<file path="src/rtl/pwm_wave_pkg.sv">
package pwm_wave_pkg;
  localparam int CNT_W  = 15;
  localparam int NCH    = 4;
  localparam int PRE_W  = 3;
  localparam int WORD_W = CNT_W + 1;
  localparam int CH_W   = $clog2(NCH);

  typedef logic [CNT_W-1:0] cnt_t;

  typedef struct packed {
    logic fall;
    cnt_t cmp;
  } chan_word_t;

  typedef enum logic {CNT_UP = 1'b0, CNT_UPDOWN = 1'b1} cnt_mode_e;

  typedef struct packed {
    logic dir_up;
    cnt_t cnt;
  } step_t;

  // One counter advance; a returned count of zero marks a period boundary.
  function automatic step_t count_step(cnt_mode_e m, logic dir_up, cnt_t cnt, cnt_t top);
    step_t s;
    if (m == CNT_UP) begin
      s.dir_up = 1'b1;
      s.cnt    = (cnt == top) ? '0 : cnt + cnt_t'(1);
    end else if (dir_up && (cnt != top)) begin
      s.dir_up = 1'b1;
      s.cnt    = cnt + cnt_t'(1);
    end else begin
      s.cnt    = (cnt == '0) ? '0 : cnt - cnt_t'(1);
      s.dir_up = (s.cnt == '0);
    end
    return s;
  endfunction

  // Output level of one channel for a given count.
  function automatic logic chan_level(chan_word_t w, cnt_t cnt, logic run);
    if (!run) return w.fall;
    return (cnt < w.cmp) ? w.fall : ~w.fall;
  endfunction
endpackage

</file>
<file path="src/rtl/pwm_tick_gen.sv">
module pwm_tick_gen #(
  parameter int PRE_W = 3
) (
  input  logic             clk,
  input  logic             rst_n,
  input  logic             clr,
  input  logic             en,
  input  logic [PRE_W-1:0] sel,
  output logic             tick
);
  localparam int PC_W = (1 << PRE_W) - 1;

  logic [PC_W-1:0] pcnt;
  logic [PC_W-1:0] mask;

  always_comb begin
    for (int i = 0; i < PC_W; i++) mask[i] = (i < int'(sel));
  end

  assign tick = en && ((pcnt & mask) == mask);

  always_ff @(posedge clk) begin
    if (!rst_n || clr) pcnt <= '0;
    else if (en)       pcnt <= pcnt + PC_W'(1);
  end

  // a divided tick is never followed by another on the next cycle
  p_tick_gap_r4: assert property (@(posedge clk) disable iff (!rst_n)
    (tick && (sel != '0) && !clr) |=> !tick);
endmodule

</file>
<file path="src/rtl/pwm_period_ctr.sv">
module pwm_period_ctr
  import pwm_wave_pkg::*;
#(
  parameter int PRE_W = pwm_wave_pkg::PRE_W
) (
  input  logic             clk,
  input  logic             rst_n,
  input  logic             start,
  input  logic             stop,
  input  logic             tick,
  input  logic             mode_in,
  input  logic [PRE_W-1:0] sel_in,
  input  cnt_t             top_in,
  output logic             running,
  output logic [PRE_W-1:0] sel_q,
  output cnt_t             top_q,
  output cnt_t             cnt,
  output logic             activate,
  output logic             pend
);
  cnt_mode_e mode_q;
  logic      dir_up;
  step_t     nxt;
  logic      wrap;
  logic      go;

  assign nxt      = count_step(mode_q, dir_up, cnt, top_q);
  assign wrap     = running && tick && (nxt.cnt == '0);
  assign go       = start && !stop;
  assign activate = go || (wrap && !start && !stop);

  always_ff @(posedge clk) begin
    if (!rst_n) begin
      running <= 1'b0;
      cnt     <= '0;
      dir_up  <= 1'b1;
      top_q   <= '0;
      mode_q  <= CNT_UP;
      sel_q   <= '0;
      pend    <= 1'b0;
    end else begin
      pend <= wrap && !start && !stop;
      if (stop) begin
        running <= 1'b0;
        cnt     <= '0;
        dir_up  <= 1'b1;
      end else if (start) begin
        running <= 1'b1;
        cnt     <= '0;
        dir_up  <= 1'b1;
        top_q   <= top_in;
        mode_q  <= cnt_mode_e'(mode_in);
        sel_q   <= sel_in;
      end else if (running && tick) begin
        cnt    <= nxt.cnt;
        dir_up <= nxt.dir_up;
      end
    end
  end

  // count never exceeds the latched top
  p_cnt_in_range_r2: assert property (@(posedge clk) disable iff (!rst_n)
    running |-> (cnt <= top_q));
  // reaching top above 1 in up/down mode turns the count downward
  p_ud_turn_r3: assert property (@(posedge clk) disable iff (!rst_n)
    (running && !start && !stop && tick && (mode_q == CNT_UPDOWN) && (cnt == top_q) && (top_q > cnt_t'(1)))
    |=> !dir_up);
  // without a tick the count holds
  p_hold_no_tick_r4: assert property (@(posedge clk) disable iff (!rst_n)
    (running && !tick && !start && !stop) |=> $stable(cnt));
  // top is taken only at a start
  p_top_hold_r7: assert property (@(posedge clk) disable iff (!rst_n)
    !start |=> $stable(top_q));
  p_start_latch_r7: assert property (@(posedge clk) disable iff (!rst_n)
    (start && !stop) |=> (top_q == $past(top_in)));
  // the boundary marker coincides with a zero count
  p_pend_zero_r9: assert property (@(posedge clk) disable iff (!rst_n)
    pend |-> (cnt == '0));
  // stop halts the counter
  p_stop_halts_r10: assert property (@(posedge clk) disable iff (!rst_n)
    stop |=> (!running && (cnt == '0) && !pend));
endmodule

</file>
<file path="src/rtl/pwm_chan.sv">
module pwm_chan
  import pwm_wave_pkg::*;
(
  input  logic       clk,
  input  logic       rst_n,
  input  logic       ld_en,
  input  chan_word_t ld_word,
  input  logic       activate,
  input  logic       running,
  input  cnt_t       cnt,
  input  cnt_t       top_q,
  output logic       out
);
  chan_word_t staged;
  chan_word_t active;

  always_ff @(posedge clk) begin
    if (!rst_n) begin
      staged <= '0;
      active <= '0;
    end else begin
      if (activate) active <= staged;
      if (ld_en)    staged <= ld_word;
    end
  end

  assign out = chan_level(active, cnt, running);

  // the active word changes only at a start or boundary
  p_hold_stage_r8: assert property (@(posedge clk) disable iff (!rst_n)
    !activate |=> $stable(active));
  // compare above top leaves the output at its start level
  p_steady_r6: assert property (@(posedge clk) disable iff (!rst_n)
    (running && (active.cmp > top_q)) |-> (out == active.fall));
endmodule

</file>
<file path="src/rtl/pwm_wave.sv">
module pwm_wave
  import pwm_wave_pkg::*;
(
  input  logic              clk,
  input  logic              rst_n,
  input  logic              start_i,
  input  logic              stop_i,
  input  logic              mode_i,
  input  logic [PRE_W-1:0]  prescale_i,
  input  logic [CNT_W-1:0]  top_i,
  input  logic              ld_valid_i,
  input  logic [CH_W-1:0]   ld_chan_i,
  input  logic [WORD_W-1:0] ld_word_i,
  output logic [NCH-1:0]    pwm_o,
  output logic              period_end_o
);
  logic             running;
  logic             tick;
  logic             activate;
  logic [PRE_W-1:0] sel_q;
  cnt_t             top_q;
  cnt_t             cnt;

  pwm_tick_gen #(.PRE_W(PRE_W)) u_tick (
    .clk  (clk),
    .rst_n(rst_n),
    .clr  (start_i),
    .en   (running),
    .sel  (sel_q),
    .tick (tick)
  );

  pwm_period_ctr #(.PRE_W(PRE_W)) u_ctr (
    .clk     (clk),
    .rst_n   (rst_n),
    .start   (start_i),
    .stop    (stop_i),
    .tick    (tick),
    .mode_in (mode_i),
    .sel_in  (prescale_i),
    .top_in  (top_i),
    .running (running),
    .sel_q   (sel_q),
    .top_q   (top_q),
    .cnt     (cnt),
    .activate(activate),
    .pend    (period_end_o)
  );

  for (genvar g = 0; g < NCH; g++) begin : g_ch
    pwm_chan u_ch (
      .clk     (clk),
      .rst_n   (rst_n),
      .ld_en   (ld_valid_i && (ld_chan_i == CH_W'(g))),
      .ld_word (chan_word_t'(ld_word_i)),
      .activate(activate),
      .running (running),
      .cnt     (cnt),
      .top_q   (top_q),
      .out     (pwm_o[g])
    );
  end

  // outputs quiet in the first cycle after reset
  p_reset_quiet_r1: assert property (@(posedge clk)
    !$past(rst_n) |-> (pwm_o == '0 && !period_end_o));
  // stopped outputs do not move without a load taking effect
  p_stop_still_r10: assert property (@(posedge clk) disable iff (!rst_n)
    (!running && !start_i) |=> $stable(pwm_o));
endmodule

</file>
<file path="config.mk">
export PLATFORM = sky130hd
export DESIGN_NAME = pwm_wave
export DESIGN_NICKNAME = d
export VERILOG_FILES = /design/src/rtl/pwm_wave_pkg.sv /design/src/rtl/pwm_tick_gen.sv /design/src/rtl/pwm_period_ctr.sv /design/src/rtl/pwm_chan.sv /design/src/rtl/pwm_wave.sv
export SDC_FILE = /design/constraint.sdc
export NUM_CORES = 1
export LEC_CHECK = 0
export BUFFER_PORTS_ARGS = -buffer_cell sky130_fd_sc_hd__buf_4
export CAP_MARGIN = 20
export CELL_PAD_IN_SITES_DETAIL_PLACEMENT = 1
export CELL_PAD_IN_SITES_GLOBAL_PLACEMENT = 2
export CORE_AREA = 2 2 158 160
export CTS_CLUSTER_SIZE = 16
export DETAILED_ROUTE_END_ITERATION = 8
export DIE_AREA = 0 0 160 162
export PLACE_DENSITY_LB_ADDON = 0.1
export SETUP_SLACK_MARGIN = 0.3
export SKIP_LAST_GASP = 1
export SYNTH_ARGS = -nofsm -noshare
export SYNTH_HDL_FRONTEND = slang
export SYNTH_HIERARCHICAL = 1
export SYNTH_SLANG_ARGS = --single-unit
</file>
<file path="constraint.sdc">
create_clock -name clk -period 3.9 [get_ports clk]
set_input_delay 0.39 -clock clk [delete_from_list [all_inputs] [get_ports clk]]
set_output_delay 0.39 -clock clk [all_outputs]
set_load 0.01 [all_outputs]
</file>
==> Word-level counts from Yosys, hierarchy flattened <==
Cells that the tools add are included.
{ "op_classes": {"n_eq_ne": 6, "bitwise": 7, "n_lt_le_gt_ge": 11, "add_sub_neg": 3, "n_reduce_logical": 23, "muxes": 12} }
{ "ops": {"columns": ["operator", "n"], "rows": [
  ["$lt 15x15->1", 4],
  ["$logic_not 15->1", 3],
  ["$mux 16", 2],
  ["$mux 15", 2],
  ["$add 15x1->15 const B", 1],
  ["$eq 15x15->1", 1],
  ["$ne 15x15->1", 1],
  ["$sub 15x1->15 const B", 1],
  ["$logic_and 1x1->1", 11],
  ["$lt 3x3->1 const A", 3],
  ["$mux 1", 8],
  ["$add 7x1->7 const B", 1],
  ["$and 7x7->7", 1],
  ["$eq 7x7->1", 1],
  ["$lt 1x3->1 const A", 2],
  ["$lt 2x3->1 const A", 2],
  ["$not 1->1", 6],
  ["$eq 2x2->1 const B", 2],
  ["$logic_not 1->1", 3],
  ["$reduce_or 3->1", 1],
  ["$eq 2x1->1 const B", 1],
  ["$logic_not 2->1", 1],
  ["$logic_or 1x1->1", 2],
  ["$reduce_and 2->1", 1],
  ["$reduce_or 2->1", 1]
]} }
{ "totals": {"input_bits": 42, "reg_bits": 172, "wordCells": 86} }

==> Logic depth before layout (Yosys ltp) <==
Gate-level depths: netlist of the first run.
{ "logic_depth": {"word_depth": 10, "depth_mapped": 15} }

==> Cells and area by module <==
The synthesis of the first run kept the hierarchy.
{ "by_module_without_submodules": {"columns": ["mod", "n_inst", "cells_per_inst", "area_per_inst_um2"], "rows": [
  ["pwm_chan", 4, 157, 1567.8],
  ["pwm_period_ctr", 1, 347, 2623.8],
  ["pwm_tick_gen", 1, 40, 344.1],
  ["pwm_wave", 1, 4, 37.5]
]} }

==> Worst setup path before layout of the first run <==
No wires, ideal clock.
{ "synth_timing": {"path_kind": "register to register", "start": "register u_ctr.cnt[0]", "end": "register g_ch[0].u_ch/active[10] (netlist name)", "setup_slack_ps": 656, "arrival_time_ps": 3128, "stages_incl_launch_ff": 15, "period_less_slack_ps": 3244, "cell_sequence": "dfxtp_1 -> buf_2 -> inv_1 -> ha_1 -> nor3b_2 -> nand3_1 -> or3_1 -> inv_1 -> o221a_1 -> o2111ai_1 -> o31ai_1 -> buf_2 -> buf_4 -> mux2i_1 -> nor2b_1"} }
{ "synth_via": {"elab_chain_cells": 9, "elab_cells_between_ends": 15, "classes_between": "2 x add/sub; 2 x eq/ne; 4 x mux; 7 x reduce/logical"} }
{ "synth_lines": {"columns": ["item", "line_no", "text"], "rows": [
  ["from (decl)", "pwm_period_ctr.sv:17", "output cnt_t cnt,"],
  ["from (signal assigned)", "pwm_period_ctr.sv:55", "cnt <= nxt.cnt;"],
  ["$sub 15x1->15 (tied with other cells)", "pwm_wave_pkg.sv:32", "s.cnt = (cnt == '0) ? '0 : cnt - cnt_t'(1);"],
  ["$mux 15 or $logic_and 1x1->1 (tied branches)", "pwm_wave_pkg.sv:32, pwm_wave_pkg.sv:28", null],
  ["$mux 16", "pwm_wave_pkg.sv:28", "end else if (dir_up && (cnt != top)) begin"],
  ["$mux 16 (*)", "pwm_wave_pkg.sv:25", "if (m == CNT_UP) begin"],
  ["$logic_not 15->1 (*)", "pwm_period_ctr.sv:28", "assign wrap = running && tick && (nxt.cnt == '0);"],
  ["$logic_and 1x1->1 (*)", "pwm_period_ctr.sv:28", null],
  ["$logic_and 1x1->1 (*) (2 in series)", "pwm_period_ctr.sv:30", "assign activate = go || (wrap && !start && !stop);"],
  ["$logic_or 1x1->1 (*)", "pwm_period_ctr.sv:30", null],
  ["net activate", "pwm_wave.sv:19", "logic activate;"],
  ["to (signal assigned)", "pwm_chan.sv:22", "if (activate) active <= staged;"],
  ["to (decl)", "pwm_chan.sv:15", "chan_word_t active;"]
]} }
Mark *: on every way through the listed nets, which the timed path passes. The rest lies on a longest branch.
A chain may end at the register's enable or synchronous reset.

==> Worst setup path in the final report of the first run <==
{ "layout_timing": {"start": "register u_ctr.cnt[0]", "end": "register g_ch[1].u_ch/active[1] (netlist name)"} }
{ "layout_via": {"elab_chain_cells": 9, "elab_cells_between_ends": 15, "classes_between": "2 x add/sub; 2 x eq/ne; 4 x mux; 7 x reduce/logical"} }
{ "layout_lines": {"columns": ["item", "line_no"], "rows": [
  ["$sub 15x1->15 (tied with other cells)", "pwm_wave_pkg.sv:32"],
  ["$mux 15 or $logic_and 1x1->1 (tied branches)", "pwm_wave_pkg.sv:32, pwm_wave_pkg.sv:28"],
  ["$mux 16", "pwm_wave_pkg.sv:28"],
  ["$mux 16 (*)", "pwm_wave_pkg.sv:25"],
  ["$logic_not 15->1 (*)", "pwm_period_ctr.sv:28"],
  ["$logic_and 1x1->1 (*)", "pwm_period_ctr.sv:28"],
  ["$logic_and 1x1->1 (*) (2 in series)", "pwm_period_ctr.sv:30"],
  ["$logic_or 1x1->1 (*)", "pwm_period_ctr.sv:30"],
  ["net activate", "pwm_wave.sv:19"],
  ["to (signal assigned)", "pwm_chan.sv:22"],
  ["to (decl)", "pwm_chan.sv:15"]
]} }
Marks and branches as above.

==> results of run 1 <==
==> per-layer routing <==
layer  GRT usage  part of all wire  vias to the layer above
met5           0                 0                        -
met3      0.0365             0.023                       29
met2       0.343              0.47                       68
met4      0.0598             0.018                        0
met1       0.261              0.48                     3452
li1            -                 -                     3573
==> power groups by stage <==
| stage | Clock (mW) | Sequential [mW] | Combinational [mW] |
|---|---|---|---|
| floorplan | 0 | 1.85 | 0.216 |
| global placement | 0 | 1.86 | 0.324 |
| detailed placement | 0 | 1.86 | 0.328 |
| CTS | 1.92 | 1.82 | 0.337 |
| global route | 1.99 | 1.83 | 0.368 |
| finish | 1.87 | 1.82 | 0.335 |
==> metrics by stage <==
step	utilization	setup WS (ns)	hold WS [ns]	power (mW)
detailed placement	0.413	0.0592	0.462	2.19
global route	0.445	0.302	0.175	4.19
global placement	0.413	0.0756	0.450	2.19
finish	0.445	0.427	0.186	4.02
floorplan	-	0.656	0.437	2.07
CTS	0.442	0.310	0.146	4.08
==> layout make-up <==
type                    count  area (um^2)
repair buffers             77          611
inverters                  65          244
clock inverters            14          201
multi-input cells         724         5370
clock buffers              18          439
flip-flops and latches    172         3450
well taps                 324          405
fillers                  2808        13400
==> logic make-up after synthesis <==
group	count (synthesis)
AND/OR/NAND/NOR	347
multiplexers	133
adder cells (fa/ha/maj)	60
buffers and inverters	123
XOR/XNOR	39
flip-flops	172
AO/OA/AOI/OAI	145
==> synth_stat cells, types with 6 or more instances <==
library cell | count | area (um^2)
sky130_fd_sc_hd__nand4_1 | 17 | 106
sky130_fd_sc_hd__nand3_1 | 16 | 80.1
sky130_fd_sc_hd__nand2_1 | 88 | 330
sky130_fd_sc_hd__nor2_1 | 36 | 135
sky130_fd_sc_hd__dfxtp_1 | 172 | 3440
sky130_fd_sc_hd__nor3_1 | 7 | 35.0
sky130_fd_sc_hd__inv_1 | 65 | 244
sky130_fd_sc_hd__a21oi_1 | 63 | 315
sky130_fd_sc_hd__o21ai_0 | 19 | 95.1
sky130_fd_sc_hd__ha_1 | 60 | 751
sky130_fd_sc_hd__clkbuf_1 | 24 | 90.1
sky130_fd_sc_hd__buf_4 | 8 | 60.1
sky130_fd_sc_hd__mux2i_1 | 133 | 1330
sky130_fd_sc_hd__buf_2 | 22 | 110
sky130_fd_sc_hd__xor2_1 | 29 | 254
sky130_fd_sc_hd__o211ai_1 | 6 | 45.0
sky130_fd_sc_hd__a31oi_1 | 8 | 50.1
sky130_fd_sc_hd__a211oi_1 | 7 | 52.6
sky130_fd_sc_hd__xnor2_1 | 10 | 87.6
sky130_fd_sc_hd__nor2b_1 | 134 | 838
sky130_fd_sc_hd__and4_1 | 8 | 70.1
==> flip-flops by register name, summed over array words and instances (netlist names) <==
name              cells
g_ch.u_ch/active     64
g_ch.u_ch/staged     64
u_ctr/cnt            15
u_ctr/dir_up          1
u_ctr/mode_q          1
u_ctr/pend            1
u_ctr/running         1
u_ctr/sel_q           3
u_ctr/top_q          15
u_tick/pcnt           7
==> final timing paths <==
check            startpoint                     end  cells after the start
max reg2reg    u_ctr/cnt[0]  g_ch[1].u_ch/active[1]                     13
min                  stop_i           u_ctr/running                      2
max            u_ctr/cnt[0]  g_ch[1].u_ch/active[1]                     13
min reg2reg  u_ctr/sel_q[0]          u_ctr/sel_q[0]                      2
==> what timing repair did <==
action                                  CTS  global route
endpoints found under the hold margin     0             0
pin swaps                                 1             1
resized for setup                         5            11
cloned                                    1             0
endpoints found under the setup margin   64            64
buffers inserted                          1             2
==> worst max-delay path: stages (launching register included) <==
cell and delay, ns:
sky130_fd_sc_hd__dfxtp_1 0.34, sky130_fd_sc_hd__inv_1 0.19, sky130_fd_sc_hd__ha_1 0.21, sky130_fd_sc_hd__nor3b_4 0.31, sky130_fd_sc_hd__nand3_1 0.22, sky130_fd_sc_hd__mux2i_1 0.30
sky130_fd_sc_hd__o22ai_1 0.12, sky130_fd_sc_hd__a222oi_1 0.33, sky130_fd_sc_hd__o2111ai_1 0.29, sky130_fd_sc_hd__o31ai_4 0.31, sky130_fd_sc_hd__buf_4 0.20, sky130_fd_sc_hd__buf_16 0.24
sky130_fd_sc_hd__mux2i_1 0.22, sky130_fd_sc_hd__nor2b_1 0.06
==> flow_metrics.tcl, run 1 <==
set metrics [dict create \
    tritoncts.num_buffers 17 \
    antenna_cells 0 \
    synthesis.yosys.warnings 6 \
    grt_pass1_wl_um 40900 \
    dominantRegCellSynth "sky130_fd_sc_hd__dfxtp_1" \
    layout-drive-gt1-share 0.133 \
    worst-r2r-setup-slack_ns 0.43 \
    clkSlewWorstSetupHoldPaths_ns 0.07 \
    simple_gate_share_of_the_synthesized_area 0.210 \
    rows 57 \
    slew_headroom 0.407 \
    drt-initial-drc-count 271 \
    min_path_type "in -> reg" \
    layout.cells.most_common "sky130_fd_sc_hd__dfxtp_1" \
    post_drt_via_cell_ratio 5.11 \
    synth_top_family_by_area "simple AND/OR/NAND/NOR gates" \
    power.ir.vdd_worst_mv 0.199 \
    timing.critical_path.to_type "flip-flop" \
    timing_worst_slew_pin_value_ns 0.889 \
    setup.worst_path.class "reg -> reg" \
    layout.cells.non_filler 1394 \
    detailed_place.area_mm2 0.00996 \
    sequentialPowerShare 0.453 \
    synth.ff_latch_count 172 \
    asyncSetResetFlopFracSynth 0 \
    top_level_ports 47 \
    final_max_slew_viol_count 0 \
    maxCapViolCount 0 \
    detail_route.first_pass.iterations 4 \
    dpl.hpwl_um 17900 \
    number_of_global_route_vias_before_repair 7505 \
    netlist_area_mm2 0.00928 \
    synthesis.nets 1121 \
    layout.cells.most_common_list "sky130_fd_sc_hd__dfxtp_1 (168), sky130_fd_sc_hd__nor2b_1 (134), sky130_fd_sc_hd__mux2i_1 (133)" \
    finalInstanceArea_mm2 0.0107 \
    holdBufCountCts 0 \
    post-route-min-period_ns 3.47 \
    post_synth_mux_area_share 0.144 \
    cts.sinks 172 \
    die_height_um 162 \
    critPathRequiredTime_ns 4.23 \
    buffer_ports.inserted 46 \
    netSwitchingFraction 0.254 \
    max_freq_mhz 288 \
    postSynthCellCount 1019 \
    globalRouteOverflowTotal 0 \
    clock_tree.htree_level_count 4 \
    die-area_mm2 0.0259 \
    number_of_antenna_violations_at_the_first_check_in_global_routing 0 \
    timing.critical_path.fanout_max 32 \
    synth_sequential_area_ratio 0.371 \
    critical_path.startpoint_type "flip-flop" \
    post_synth_fa_ha_maj_area_fraction 0.0809 \
    switching_power_mw 1.02 \
    arrival_ns 3.80 \
    skew_ns 0.0166 \
    run_status "completed" \
    power.clock.fraction 0.464 \
    post_synth_xor_area_fraction 0.0368 \
    clock_tree.root_cell "sky130_fd_sc_hd__clkbuf_16" \
    power.combinational.fraction 0.083 \
    core_footprint_mm2 0.0241 \
    initial_core_util 0.385 \
    clkLatencyLatePin_ns 0.44 \
    leakage_nw 4.08 \
    areaGrowthSynthToFinish_pct 15.6 \
    chipWidth_um 160 \
    synth_cell_types 63 \
    placed_cells 1357 \
    track_usage 0.201 \
    routabilityCongestion 0.842 \
    synth_area_per_cell_um2 9.10 \
    synth-edff-count 0 \
    via_count 7122 \
    layout_worst_path_cycle_share 0.891 \
    drt.antenna.violating_nets 0 \
    tritoncts "done" \
    pwr_dens_mw_per_mm2 375 \
    cell_internal_pwr_mw 3.00 \
    design.final.nets 1159 \
    drt_drc_violations_left 0 \
    grt_start_max_net_pins 103 \
    setup_viol_count_final 0 \
    compound_gate_fraction_of_synth_area 0.0993 \
    ctsLongestPathBuffers 2 \
    drt_wl_total_um 25200 \
    rsz0062_at_grt "no" \
    final-hold-violation-count 0 \
    wire_per_inst_um 18.1 \
    tns_ns 0 \
]
(Power assumes the default switching activity.)
==> run 2, diff against run 1 <==
CORE_AREA = 2 2 222 115   (was 2 2 158 160)
DIE_AREA = 0 0 224 117   (was 0 0 160 162)
==> flow_metrics.tcl, run 2 (synthesis results as in run 1) <==
set metrics [dict create \
    run_status "completed" \
    final.fill_count 2817 \
    setup.worst_path.class "reg -> reg" \
    timing.critical_path.fanout_max 15 \
    leakage_nw 4.15 \
    tritoncts.num_buffers 17 \
    ctsLongestPathBuffers 2 \
    layout.cells.non_filler 1408 \
    detail_route.first_pass.iterations 5 \
    hold_path_startpoint "stop_i" \
    tns_ns 0 \
    layout.cells.most_common_list "sky130_fd_sc_hd__dfxtp_1 (170), sky130_fd_sc_hd__nor2b_1 (134), sky130_fd_sc_hd__mux2i_1 (133)" \
    design.final.nets 1175 \
    arrival_ns 3.86 \
    layout.cells.most_common "sky130_fd_sc_hd__dfxtp_1" \
    total_power_mw 4.03 \
    critPathRequiredTime_ns 4.23 \
    number_of_global_route_vias_before_repair 7182 \
    die_height_um 117 \
    multi_input_comb_area_mm2 0.00536 \
    number_of_antenna_violations_at_the_first_check_in_global_routing 0 \
    post_drt_via_cell_ratio 5.13 \
    tritoncts "done" \
    final-hold-violation-count 0 \
    worstSetupStartpoint "u_ctr/cnt[0]" \
    antenna_cells 0 \
    final_max_slew_viol_count 0 \
    globalRouteOverflowTotal 0 \
    maxCapViolCount 0 \
    hold_ws_ns 0.177 \
    buffer_ports.inserted 46 \
    drt_drc_violations_left 0 \
    area.sequential_mm2 0.00345 \
    skew_ns 0.00917 \
    top_level_ports 47 \
    clock_tree.htree_level_count 4 \
    pwr_dens_mw_per_mm2 371 \
    wire_per_inst_um 19.5 \
    areaGrowthSynthToFinish_pct 17.0 \
    track_usage 0.222 \
    grt_pass1_wl_um 43400 \
    max_freq_mhz 283 \
    placed_cells 1374 \
    cts.sinks 172 \
    rows 41 \
    drt-initial-drc-count 431 \
    rsz0062_at_grt "no" \
    beginning_of_the_worst_register_to_register_path "u_ctr/cnt[0]" \
    initial_core_util 0.379 \
    min_path_type "in -> reg" \
    clkSlewWorstSetupHoldPaths_ns 0.07 \
    routabilityCongestion 0.913 \
    timing_worst_slew_pin_value_ns 1.06 \
    power.ir.vdd_worst_mv 0.246 \
    dpl.hpwl_um 20500 \
    chipWidth_um 224 \
    slew_headroom 0.293 \
    critical_path.startpoint_type "flip-flop" \
    die-area_mm2 0.0262 \
    clkLatencyLatePin_ns 0.45 \
    timing.critical_path.to_type "flip-flop" \
    via_count 7226 \
    clock_tree.root_cell "sky130_fd_sc_hd__clkbuf_16" \
    layout_worst_path_cycle_share 0.907 \
    drt_wl_total_um 27500 \
    setup_viol_count_final 0 \
    grt_start_max_net_pins 129 \
    layout.core_utilization 0.443 \
    drt.antenna.violating_nets 0 \
    layout-drive-gt1-share 0.144 \
    core_footprint_mm2 0.0245 \
    post-route-min-period_ns 3.54 \
    top_regs "g_ch.u_ch/active (64), g_ch.u_ch/staged (64)" \
]
-- run 2: report_power, final --
part           total (mW)  switching, mW  internal, mW
logic               0.357          0.198         0.159
registers            1.82         0.0258          1.80
clock network        1.85          0.789          1.06
total                4.03           1.01          3.01
-- run 2: area by class of cell --
type / instances / share of cell area
clock buffer: 19 / 0.0417
multi-input combinational: 724 / 0.494
tap: 322 / 0.0371
clock inverter: 13 / 0.0167
timing repair buffer: 93 / 0.0701
inverter: 65 / 0.0225
sequential: 172 / 0.318
-- run 2: stage by stage --
stage,area (um^2),setup slack (ns)
after floorplan,9280,0.656
after global placement,10100,0.192
after detailed placement,10100,0.185
after CTS,10800,0.301
after global routing,10800,0.294
final,10800,0.363
-- run 2: layer usage --
metal / track usage / wire length, um
met1: 0.360 / 16100
met2: 0.273 / 9510
met3: 0.0634 / 1680
met4: 0.0498 / 216
met5: 0 / 0
-- run 2: final timing paths --
kind | to | slack (ns) | depth (start not counted)
setup / recovery | g_ch[0].u_ch/active[9] | 0.36 | 13
hold / removal | u_ctr/running | 0.18 | 2
setup reg to reg | g_ch[0].u_ch/active[9] | 0.36 | 13
hold reg to reg | u_ctr/sel_q[0] | 0.47 | 2
-- run 2: critical path, cell delays in order (launching register included) --
cell and delay [ns]:
sky130_fd_sc_hd__dfxtp_1 0.31, sky130_fd_sc_hd__buf_4 0.20, sky130_fd_sc_hd__xor2_1 0.20, sky130_fd_sc_hd__nor4_4 0.45, sky130_fd_sc_hd__buf_4 0.19, sky130_fd_sc_hd__nand4_1 0.09
sky130_fd_sc_hd__nand2_1 0.38, sky130_fd_sc_hd__a22o_1 0.30, sky130_fd_sc_hd__nand4_1 0.24, sky130_fd_sc_hd__o31ai_4 0.35, sky130_fd_sc_hd__buf_12 0.18, sky130_fd_sc_hd__buf_12 0.17
sky130_fd_sc_hd__mux2i_1 0.24, sky130_fd_sc_hd__nor2b_1 0.08
-- run 2: timing repair --
| action | in CTS | in global routing |
|---|---|---|
| hold buffers | 0 | 0 |
| endpoints found under the setup margin | 62 | 62 |
| gates cloned | 0 | 0 |
| buffers inserted | 0 | 2 |
| pin swaps | 1 | 2 |
| resized for setup | 1 | 10 |
==> run 3, diff against run 2 <==
CORE_AREA = 2 2 252 130   (was 2 2 222 115)
DIE_AREA = 0 0 254 132   (was 0 0 224 117)
==> flow_metrics.tcl, run 3 (synthesis results as in run 1) <==
set metrics [dict create \
    post_drt_via_cell_ratio 4.77 \
    detailed_place.area_mm2 0.0102 \
    routabilityCongestion 0.915 \
    total_power_mw 3.93 \
    finalInstanceArea_mm2 0.0109 \
    track_usage 0.183 \
    drt_drc_violations_left 0 \
    dpl.hpwl_um 21800 \
    number_of_global_route_vias_before_repair 7372 \
    cts.sinks 172 \
    skew_ns 0.0117 \
    post-route-min-period_ns 3.47 \
    setup.worst_path.class "reg -> reg" \
    via_count 7189 \
    final_max_slew_viol_count 0 \
    drt_wl_total_um 29400 \
    area.sequential_mm2 0.00345 \
    top_level_ports 47 \
    die-area_mm2 0.0335 \
    clkSlewWorstSetupHoldPaths_ns 0.07 \
    slew_headroom 0.458 \
    layout.core_utilization 0.349 \
    timing.critical_path.fanout_max 14 \
    setup_viol_count_final 0 \
    drt.antenna.violating_nets 0 \
    initial_core_util 0.297 \
    rows 46 \
    final.fill_count 3618 \
    areaGrowthSynthToFinish_pct 17.4 \
    beginning_of_the_worst_register_to_register_path "u_ctr/cnt[0]" \
    run_status "completed" \
    clock_tree.root_cell "sky130_fd_sc_hd__clkbuf_16" \
    final-hold-violation-count 0 \
    clkLatencyLatePin_ns 0.45 \
    chipWidth_um 254 \
    layout.cells.most_common_list "sky130_fd_sc_hd__dfxtp_1 (168), sky130_fd_sc_hd__nor2b_1 (134), sky130_fd_sc_hd__mux2i_1 (133)" \
    holdBufCountCts 0 \
    tritoncts.num_buffers 17 \
    fin_ws_ns 0.431 \
    leakage_nw 4.10 \
    max_freq_mhz 288 \
    tritoncts "done" \
    layout-drive-gt1-share 0.141 \
    min_path_type "in -> reg" \
    reg2regPathDepth 13 \
    arrival_ns 3.81 \
    timing_worst_slew_pin_value_ns 0.813 \
    critical_path.startpoint_type "flip-flop" \
    layout_worst_path_cycle_share 0.890 \
    clock_tree.htree_level_count 4 \
    number_of_antenna_violations_at_the_first_check_in_global_routing 0 \
    core_footprint_mm2 0.0312 \
    crit_end "g_ch[1].u_ch/active[9]" \
    detail_route.first_pass.iterations 5 \
    critPathRequiredTime_ns 4.24 \
    die_height_um 132 \
    multi_input_comb_area_mm2 0.00537 \
    design.final.nets 1166 \
    globalRouteOverflowTotal 0 \
    timing.rr.end "g_ch[1].u_ch/active[9]" \
    rsz0062_at_grt "no" \
    drt-initial-drc-count 400 \
    grt_pass1_wl_um 45700 \
    wire_per_inst_um 19.5 \
    maxCapViolCount 0 \
    top_regs "g_ch.u_ch/active (64), g_ch.u_ch/staged (64)" \
    tns_ns 0 \
    pre_cts_slack_ns 0.262 \
    layout.cells.most_common "sky130_fd_sc_hd__dfxtp_1" \
    grt_start_max_net_pins 95 \
    worstSetupStartpoint "u_ctr/cnt[0]" \
    buffer_ports.inserted 46 \
    worst-r2r-setup-slack_ns 0.43 \
    antenna_cells 0 \
    pwr_dens_mw_per_mm2 361 \
    ctsLongestPathBuffers 2 \
    timing.critical_path.to_type "flip-flop" \
    power.ir.vdd_worst_mv 0.283 \
]
## run 3: what timing repair did
action | in CTS | in global routing
setup endpoints to repair | 58 | 63
setup buffers | 0 | 0
resized for setup | 3 | 16
pin swaps | 0 | 1
## run 3: metrics by stage
stage / hold slack (ns) / cells
floorplan: 0.437 / 1019
global placement: 0.451 / 1477
detailed placement: 0.459 / 1477
CTS: 0.158 / 1508
global route: 0.164 / 1508
finish: 0.183 / 1508
## run 3: how the worst min path moves through the flow
stage / slack [ns] / cells after the start / end / startpoint
floorplan: 0.44 / 2 / u_ctr/sel_q[0] / u_ctr/sel_q[0]
global placement: 0.45 / 2 / u_ctr/sel_q[0] / u_ctr/sel_q[0]
detailed placement: 0.46 / 2 / u_ctr/sel_q[0] / u_ctr/sel_q[0]
CTS: 0.16 / 3 / u_ctr/top_q[2] / top_i[2]
global route: 0.16 / 3 / u_ctr/top_q[8] / top_i[8]
finish: 0.18 / 3 / u_ctr/top_q[2] / top_i[2]
## run 3: final cells by class
cell class / instances / area share
Inverter: 65 / 0.0224
Multi-Input combinational cell: 724 / 0.493
Timing Repair Buffer: 84 / 0.0644
Clock buffer: 18 / 0.0403
Clock inverter: 13 / 0.0131
Tap cell: 432 / 0.0496
Sequential cell: 172 / 0.317
## run 3: critical path: stages (launching register included)
cell,delay (ns)
sky130_fd_sc_hd__dfxtp_1,0.32
sky130_fd_sc_hd__inv_1,0.19
sky130_fd_sc_hd__ha_1,0.33
sky130_fd_sc_hd__nor3b_4,0.29
sky130_fd_sc_hd__nand3_1,0.19
sky130_fd_sc_hd__mux2i_1,0.28
sky130_fd_sc_hd__o22ai_1,0.12
sky130_fd_sc_hd__a222oi_1,0.40
sky130_fd_sc_hd__o2111ai_2,0.28
sky130_fd_sc_hd__o31ai_4,0.28
sky130_fd_sc_hd__buf_12,0.19
sky130_fd_sc_hd__buf_12,0.17
sky130_fd_sc_hd__mux2i_1,0.21
sky130_fd_sc_hd__nor2b_1,0.06
## run 3: per-layer routing
metal | GRT usage | vias to the layer above | share of wire
met5 | 0 | - | 0
met4 | 0.0324 | 0 | 0.0061
li1 | - | 3600 | -
met3 | 0.0525 | 15 | 0.047
met2 | 0.223 | 98 | 0.35
met1 | 0.303 | 3476 | 0.59
## run 3: power by group
| part | switching, mW | internal [mW] | total, mW |
|---|---|---|---|
| sequential | 0.0273 | 1.80 | 1.82 |
| combinational | 0.201 | 0.156 | 0.356 |
| clock | 0.785 | 0.960 | 1.75 |
